**src/rtl/rxq_pkg.sv**
```systemverilog
// Shared helpers for the receive byte queue.
// Assumes threshold codes are 3 bits wide.
package rxq_pkg;

    localparam int CODE_W = 3;

    // Map a threshold code to a byte level (codes 6 and 7 both give 62).
    function automatic int unsigned code_to_level(input logic [CODE_W-1:0] code);
        int unsigned lvl;
        case (code)
            3'd0:    lvl = 1;
            3'd1:    lvl = 4;
            3'd2:    lvl = 8;
            3'd3:    lvl = 14;
            3'd4:    lvl = 30;
            3'd5:    lvl = 46;
            default: lvl = 62;
        endcase
        return lvl;
    endfunction

endpackage

```
**src/rtl/rxq_store.sv**
```systemverilog
// Circular byte store with a fill counter, registered read data and a
// sticky overflow flag.
// Assumes DEPTH is a power of two, so the pointers wrap naturally.
module rxq_store #(
    parameter int DEPTH  = 64,
    parameter int DATA_W = 8,
    localparam int PTR_W = $clog2(DEPTH),
    localparam int CNT_W = $clog2(DEPTH + 1)
) (
    input  logic              clk,
    input  logic              rst_n,
    input  logic              wr_en,
    input  logic [DATA_W-1:0] wr_data,
    input  logic              rd_en,
    input  logic              ovf_clr,
    output logic [DATA_W-1:0] rd_data,
    output logic [CNT_W-1:0]  count,
    output logic              empty,
    output logic              full,
    output logic              overflow
);

    logic [DATA_W-1:0] mem [DEPTH];
    logic [PTR_W-1:0]  wr_ptr;
    logic [PTR_W-1:0]  rd_ptr;
    logic              do_wr;
    logic              do_rd;

    // Flags come straight from the counter.
    always_comb begin
        empty = (count == '0);
        full  = (count == CNT_W'(DEPTH));
        do_wr = wr_en && !full;
        do_rd = rd_en && !empty;
    end

    // Storage write; the array itself needs no reset.
    always_ff @(posedge clk) begin
        if (do_wr) begin
            mem[wr_ptr] <= wr_data;
        end
    end

    // Pointer and count bookkeeping.
    always_ff @(posedge clk) begin
        if (!rst_n) begin
            wr_ptr <= '0;
            rd_ptr <= '0;
            count  <= '0;
        end else begin
            if (do_wr) wr_ptr <= wr_ptr + 1'b1;
            if (do_rd) rd_ptr <= rd_ptr + 1'b1;
            if (do_wr && !do_rd)      count <= count + 1'b1;
            else if (do_rd && !do_wr) count <= count - 1'b1;
        end
    end

    // Registered read data; holds its value on an empty read.
    always_ff @(posedge clk) begin
        if (!rst_n) begin
            rd_data <= '0;
        end else if (do_rd) begin
            rd_data <= mem[rd_ptr];
        end
    end

    // Sticky overflow; a new drop wins over a clear in the same cycle.
    always_ff @(posedge clk) begin
        if (!rst_n) begin
            overflow <= 1'b0;
        end else if (wr_en && full) begin
            overflow <= 1'b1;
        end else if (ovf_clr) begin
            overflow <= 1'b0;
        end
    end

    AST_CNT_BOUND: assert property (@(posedge clk) disable iff (!rst_n)
        count <= CNT_W'(DEPTH));
    AST_CNT_STEP: assert property (@(posedge clk) disable iff (!rst_n)
        (count == $past(count)) || (count == $past(count) + 1'b1)
        || (count == $past(count) - 1'b1));
    AST_FULL_DROP: assert property (@(posedge clk) disable iff (!rst_n)
        full && wr_en && !rd_en |=> $stable(count));
    AST_OVF_SET: assert property (@(posedge clk) disable iff (!rst_n)
        full && wr_en |=> overflow);
    AST_EMPTY_READ: assert property (@(posedge clk) disable iff (!rst_n)
        empty && rd_en && !wr_en |=> $stable(rd_data) && empty);
    AST_RW_BALANCE: assert property (@(posedge clk) disable iff (!rst_n)
        !empty && !full && wr_en && rd_en |=> $stable(count));

endmodule

```
**src/rtl/rxq_level_cmp.sv**
```systemverilog
// Decodes a threshold code into a byte level, clamps it to the depth and
// compares it with the current fill count.
// Assumes the count never exceeds DEPTH.
module rxq_level_cmp
    import rxq_pkg::*;
#(
    parameter int DEPTH  = 64,
    localparam int CNT_W = $clog2(DEPTH + 1)
) (
    input  logic [CODE_W-1:0] code,
    input  logic [CNT_W-1:0]  count,
    output logic              reached
);

    int unsigned       raw_lvl;
    logic [CNT_W-1:0]  lvl;

    // Clamp the decoded level before narrowing it to the counter width.
    always_comb begin
        raw_lvl = code_to_level(code);
        if (raw_lvl > DEPTH) raw_lvl = DEPTH;
        lvl     = CNT_W'(raw_lvl);
        reached = (count >= lvl);
    end

endmodule

```
**src/rtl/rxq_rts_drive.sv**
```systemverilog
// Turns the RTS threshold compare into the pin level.
// Ready is the inverse of the level being reached; polarity 1 drives the
// pin low for ready.
module rxq_rts_drive (
    input  logic reached,
    input  logic low_active,
    output logic pin
);

    logic ready;

    // Map the ready state to the selected pin polarity.
    always_comb begin
        ready = !reached;
        pin   = low_active ? !ready : ready;
    end

endmodule

```
**src/rtl/rx_fill_queue.sv**
```systemverilog
// Receive byte queue top: the store plus two threshold comparators
// (index 0 for data-available, index 1 for RTS) and the RTS pin driver.
// Assumes DEPTH is a power of two and at least 2.
module rx_fill_queue
    import rxq_pkg::*;
#(
    parameter int DEPTH  = 64,
    parameter int DATA_W = 8
) (
    input  logic              clk,
    input  logic              rst_n,
    input  logic              wr_en,
    input  logic [DATA_W-1:0] wr_data,
    input  logic              rd_en,
    output logic [DATA_W-1:0] rd_data,
    input  logic [2:0]        rx_trig_code,
    input  logic [2:0]        rts_trig_code,
    input  logic              rts_low_active,
    input  logic              ovf_clr,
    output logic              empty,
    output logic              full,
    output logic              overflow,
    output logic              data_avail,
    output logic              rts_pin
);

    localparam int CNT_W = $clog2(DEPTH + 1);
    localparam int N_CMP = 2;

    logic [CNT_W-1:0]  count;
    logic [CODE_W-1:0] codes   [N_CMP];
    logic [N_CMP-1:0]  reached;

    // Gather both threshold codes for the comparator array.
    always_comb begin
        codes[0] = rx_trig_code;
        codes[1] = rts_trig_code;
    end

    rxq_store #(.DEPTH(DEPTH), .DATA_W(DATA_W)) u_store (
        .clk      (clk),
        .rst_n    (rst_n),
        .wr_en    (wr_en),
        .wr_data  (wr_data),
        .rd_en    (rd_en),
        .ovf_clr  (ovf_clr),
        .rd_data  (rd_data),
        .count    (count),
        .empty    (empty),
        .full     (full),
        .overflow (overflow)
    );

    for (genvar g = 0; g < N_CMP; g++) begin : g_cmp
        rxq_level_cmp #(.DEPTH(DEPTH)) u_cmp (
            .code    (codes[g]),
            .count   (count),
            .reached (reached[g])
        );
    end

    rxq_rts_drive u_rts (
        .reached    (reached[1]),
        .low_active (rts_low_active),
        .pin        (rts_pin)
    );

    assign data_avail = reached[0];

    AST_DAV_FULL: assert property (@(posedge clk) disable iff (!rst_n)
        full |-> data_avail);
    AST_DAV_EMPTY: assert property (@(posedge clk) disable iff (!rst_n)
        empty |-> !data_avail);
    AST_RTS_FULL: assert property (@(posedge clk) disable iff (!rst_n)
        full |-> (rts_pin == rts_low_active));
    AST_RTS_EMPTY: assert property (@(posedge clk) disable iff (!rst_n)
        empty |-> (rts_pin != rts_low_active));

endmodule

```
**config.mk**
```make
export PLATFORM = sky130hd
export DESIGN_NAME = rx_fill_queue
export DESIGN_NICKNAME = d
export VERILOG_FILES = /design/src/rtl/rxq_pkg.sv /design/src/rtl/rxq_store.sv /design/src/rtl/rxq_level_cmp.sv /design/src/rtl/rxq_rts_drive.sv /design/src/rtl/rx_fill_queue.sv
export SDC_FILE = /design/constraint.sdc
export NUM_CORES = 1
export LEC_CHECK = 0
export BUFFER_PORTS_ARGS = -buffer_cell sky130_fd_sc_hd__buf_4
export CORE_UTILIZATION = 59
export CTS_BUF_LIST = sky130_fd_sc_hd__clkbuf_4
export DETAILED_ROUTE_END_ITERATION = 10
export PLACE_DENSITY = 0.78
export SLEW_MARGIN = 30
export SYNTH_ARGS = -nofsm -noshare
export SYNTH_HDL_FRONTEND = slang
export SYNTH_HIERARCHICAL = 1
export SYNTH_SLANG_ARGS = --single-unit
```
**constraint.sdc**
```tcl
create_clock -name clk -period 2.6 [get_ports clk]
set_input_delay 0.26 -clock clk [delete_from_list [all_inputs] [get_ports clk]]
set_output_delay 0.26 -clock clk [all_outputs]
set_load 0.005 [all_outputs]
```
Word level (Yosys, flattened, before mapping)
Memory sizes are Yosys's and may differ from the RTL's. A register that Yosys moved wholly into a read port is not among the register bits.
Cells that the tools add are included.
{ "totals": {"reg_bits": 20, "ram_bits": 512, "inputBits": 20, "out_inout_bits": 13, "elab_cells": 51, "n_memories": 1} }
{ "classes": {"n_addsub": 4, "magnitude_cmp": 4, "n_eq_ne": 11, "muxes": 11, "reduce_logical": 16} }
{ "mem_list": {"columns": ["memory", "depth", "word_bits", "rd", "rd_clocked_by_memory_dff", "write_ports", "line", "source"], "rows": [
  ["u_store.mem", 64, 8, 1, 1, 1, "rxq_store.sv:23", "logic [DATA_W-1:0] mem [DEPTH];"]
]} }
{ "ops": {"columns": ["operator", "n"], "rows": [
  ["case mux 6 bit (6 select lines)", 2],
  ["2-to-1 mux 7 bit", 4],
  [">= comparator 7 bit", 2],
  ["> comparator 6 x 7 -> 1 bit, second input constant", 2],
  ["adder 6 x 1 -> 6 bit, second input constant", 2],
  ["equality test 3 x 2 -> 1 bit, second input constant", 4],
  ["equality test 3 bit, second input constant", 4],
  ["adder 7 x 1 -> 7 bit, second input constant", 1],
  ["equality test 7 bit, second input constant", 1],
  ["logical NOT 7 bit", 1],
  ["subtractor 7 x 1 -> 7 bit, second input constant", 1],
  ["equality test 3 x 1 -> 1 bit, second input constant", 2],
  ["logical NOT 1 bit", 6],
  ["logical NOT 3 bit", 2],
  ["logical AND 1 bit", 5],
  ["2-to-1 mux 1 bit", 5],
  ["nonzero test 2 bit", 2]
]} }

Longest topological paths before layout
{ "depth": {"ltp_word": 7, "depth_mapped": 13, "depth_no_buf": 13} }

Cells and area by module
The synthesis kept the hierarchy.
{ "modules_own_cells": {"columns": ["module", "n_inst", "cells_each", "area_each_um2", "seq_area_each_um2"], "rows": [
  ["rxq_store", 1, 1148, 21396.8, 15935.3],
  ["rxq_level_cmp", 2, 21, 160.2, 0.0],
  ["rxq_rts_drive", 1, 1, 8.8, 0.0]
]} }

Worst setup path before layout
No wires, ideal clock.
{ "synth_path": {"kind": "flip-flop to flip-flop", "start": "register u_store.count[2]", "end": "register u_store.count[6]", "setup_time_ps": 72, "t_arrival_ps": 2811, "required_time_ps": 2528, "setup_slack_ps": -283, "path_stages_with_launch": 14, "n_path_buf": 0, "period_less_slack_ps": 2883, "cell_sequence": "dfxtp_1 > nor4_2 > nand2_1 > o21a_1 > clkinv_1 > ha_1 > inv_1 > ha_1 > nor2b_1 > o21ai_0 > a21boi_0 > or3_1 > nand3_1 > mux2i_1"} }
{ "synth_via": {"elab_chain_len": 6, "elab_cells_between_ends": 15, "classes_between": "add/sub: 2; eq/ne: 1; mux: 2; reduce/logical: 10"} }
{ "synth_lines": {"columns": ["item", "line", "source"], "rows": [
  ["start, declared", "rxq_store.sv:17", "output logic [CNT_W-1:0] count,"],
  ["start signal, assigned", "rxq_store.sv:53", "if (do_wr && !do_rd) count <= count + 1'b1;"],
  ["start signal, assigned", "rxq_store.sv:54", "else if (do_rd && !do_wr) count <= count - 1'b1;"],
  ["branches (longest 6 deep; another with subtractor 7 x 1 -> 7 bit)", null, null]
]} }
Parallel ways; which one is timed is not known. The select of a mux whose other input is x is not followed.
A chain may end at the register's enable or synchronous reset.

Final worst setup path
{ "layout_path": {"start": "register u_store.count[5]", "end": "register u_store.count[6]"} }
Same word-level chain as after synthesis.

==> metrics.yaml <==
critPathSlowestCell: "nor4_4"
leakage_nw: 8.21
final.setup.worst_slack_ns: -0.0242
core_area_mm2: 0.0359
endpoint: "u_store/count[6]$_SDFFE_PN0P_"
worst_path_most_repeated_cell: "ha_4"
grt_pass1_vias: 12500
tightestPinTransition_ns: 1.00
htree_levels: 4
drtAntennaViolNets: 0
yosys_most_used_dff: "edfxtp_1"
drcViolationCount: 0
relSlewSlack_pct: 33.0
placementRows: 69
drv_slew: 0
syn_avg_cell_area_um2: 18.2
violations: "setup timing"
cts-buffers-inserted: 134
fmax_mhz: 381
grt_max_degree: 65
n_fill_cell: 2285
crit_type: "reg -> reg"
rsz0062_at_grt: "true"
worstPathRequired_ns: 3.30
clk_pin_slew_ns: 0.08
syn_nets: 1233
holdCritPathClass: "in -> reg"
outcome: "complete, but fails checks"
drt-total-wl_um: 47800
start_util_pct: 60.5
cp_max_fo: 7
antenna_found_initial: 2
synth_top_family_by_area: "multiplexers"
area_growth_pct: 14.5
setup_viol: 1
gp_congestion: 0.863
max-vdd-ir-drop_v: 0.000481
r2r_cells: 14
cp-start-kind: "flip-flop"
cts_num_sinks: 540
cp_data_arrival_time_ns: 3.32
hold_violations: 0
period_minus_slack_ns: 2.62
cp_cell_sequence: "nor4_4 > nand2_1 > o21a_1 > clkinv_2 > ha_4 > inv_4 > ha_4 > nor2b_2 > o21ai_2 > a21boi_2 > buf_4 > o211ai_1 > nand3_1 > mux2i_1"
io_buffers: 32
dp_hpwl_um: 28600
r2r-start: "u_store/count[5]$_SDFFE_PN0P_"
post_drt_wl_per_cell_um: 24.4
grt.total_usage_pct: 26.2
layout-drive-gt1-share_pct: 31.9
clock_path_buffers: 3
tritoncts: "yes"
fin_skew_ns: 0.0510
yosysSeqAreaShare_pct: 73.3
dr.pass1.iters: 5
slowest_delay_ns: 0.34
io-pin-count: 33
yosys_warnings: 6
nets: 1447
timing.rr.end: "u_store/count[6]$_SDFFE_PN0P_"
vias: 12100
vias_per_cell: 6.18
dp_cells: 1712
dieHeight_um: 194
grt_pass1_wl_um: 72500
first_iter_violations: 1214
crit_start: "u_store/count[5]$_SDFFE_PN0P_"
synth.distinct_cells: 52
layout_worst_path_cycle_share_pct: 101
synth_compound_area_share_pct: 4.37
die_area_mm2: 0.0376
die_w_um: 194
fin_cells: 1957
synth_adder_area_share_pct: 1.30
syn-cell-area_mm2: 0.0217
end_kind: "flip-flop"
clk-insertion-delay-late_ns: 0.81
synthMuxAreaShare_pct: 14.2
drv_cap: 0
syn_inst: 1191
grt_remaining_overflow: 0
ys_ff_latch: 540
ff2ff_setup_slack_ns: -0.02
synth_edf_count: 512
clockRootBuffer: "clkbuf_4"
async_flop_share_pct: 0
synth-xor-area-share_pct: 0.564
dp_slack_ns: -0.0890
power.density_mw_per_mm2: 872
synthSimpleGateAreaFrac_pct: 4.38
cell usage after synthesis (10+ instances only):
cell type	count	share of area, %
a211oi_1	14	0.48
a21oi_1	27	0.62
and2_1	14	0.40
buf_2	11	0.25
buf_4	10	0.35
clkbuf_1	29	0.50
dfxtp_1	28	2.6
edfxtp_1	512	71
ha_1	21	1.2
mux2_2	22	1.1
mux2i_1	80	3.7
mux4_2	90	9.3
nand2_1	42	0.73
nand3_1	33	0.76
nor2_1	76	1.3
nor2b_1	11	0.32
o21ai_0	31	0.71
o221ai_1	10	0.40
o22ai_1	20	0.58
worst max-delay path, delay by kind of cell, from the launching register on:
family          cells  cell delay, ns
simple gates        4            0.76
compound gates      4            0.69
fa+ha+maj           2            0.37
flops               1            0.33
buf+inv             3            0.28
mux                 1            0.13
kinds of logic (layout without fill, tap and decap cells):
family,after synthesis,count (layout)
DFF,540,540
buffers and inverters,74,377
other,0,2
adders and majority gates,22,22
AOI/OAI and AO/OA,146,146
muxes,192,192
and+or+nand+nor,203,203
xor gates and xnor gates,14,14
final cells by class:
type	count	area, um2	share of cell area, %
inverter	10	41.3	0.166
timing repair buffer	142	1140	4.57
clock inverter	33	211	0.850
sequential	540	16000	64.1
tap	461	577	2.32
multi-input combinational	577	5510	22.1
antenna	2	5.00	0.0201
clock buffer	192	1440	5.79
power by group:
group | internal, mW | leakage, nW | switching, mW | total [mW]
clock network | 3.67 | 0.978 | 3.17 | 6.84
registers | 9.70 | 4.84 | 0.228 | 9.93
logic | 2.43 | 2.39 | 2.49 | 4.92
cell usage in the layout (no fill, tap or decap), types with 5 or more instances in the layout:
cell type and n:
buf_4 127, o221ai_1 10, nand3_1 33, and2_1 14
xnor2_1 9, o21bai_1 7, edfxtp_1 512, nor2_1 75
inv_1 8, a211oi_1 14, mux2i_1 80, ha_4 6
a22oi_1 9, o22ai_1 20, dlygate4sd3_1 9, clkinv_1 25
ha_1 15, nand2_1 42, a21oi_1 25, mux2_2 22
dfxtp_1 20, clkbuf_4 192, o21ai_0 29, nor2b_1 10
mux4_2 90, xor2_1 5, a21o_1 5
worst min path at each step:
| stage | start | end | slack (ns) | cells after the start |
|---|---|---|---|---|
| 3_3_place_gp | u_store/rd_data[5]$_SDFFE_PN0P_ | u_store/rd_data[5]$_SDFFE_PN0P_ | 0.50 | 2 |
| 6_report | wr_data[5] | u_store/mem[13][5]$_DFFE_PP_ | 0.07 | 1 |
| 2_1_floorplan | wr_data[0] | u_store/mem[0][0]$_DFFE_PP_ | 0.36 | 0 |
| 5_1_grt | wr_data[2] | u_store/mem[2][2]$_DFFE_PP_ | 0.02 | 1 |
| 4_1_cts | wr_data[0] | u_store/mem[15][0]$_DFFE_PP_ | 0.003 | 1 |
| 3_5_place_dp | u_store/rd_data[5]$_SDFFE_PN0P_ | u_store/rd_data[5]$_SDFFE_PN0P_ | 0.51 | 2 |
metal layers:
metal | vias up | global-route usage [%] | wire (um)
met3 | 117 | 5.95 | 3840
met4 | 0 | 12.6 | 1640
met2 | 593 | 41.5 | 23500
li1 | 5297 | - | -
met5 | - | 0 | 0
met1 | 6096 | 34.8 | 18900
state kept, by name (all words and copies together), names as in the netlist:
| name | flops |
|---|---|
| u_store/mem | 512 |
| u_store/rd_data | 8 |
| u_store/count | 7 |
| u_store/rd_ptr | 6 |
| u_store/wr_ptr | 6 |
| u_store/overflow | 1 |
metrics by stage:
stage	area, um2	TNS [ns]	utilization, %	hold WS [ns]	total power, mW
CTS	24800	0	69.0	0.00328	21.7
finish	24900	-0.0242	69.3	0.0742	21.7
global placement	22900	0	63.9	0.502	14.5
global route	24900	-0.207	69.3	0.0188	22.6
floorplan	21700	0	-	0.359	13.2
detailed placement	22900	-0.0977	63.9	0.510	14.6
timing repair:
| action | CTS | global route |
|---|---|---|
| gates resized for setup | 10 | 15 |
| setup endpoints to repair | 3 | 6 |
| setup buffers | 7 | 2 |
| pin swaps | 6 | 15 |
| hold buffers | 8 | 1 |
| hold endpoints to repair | 57 | 1 |
No activity file was read; power rests on OpenSTA's default activity.
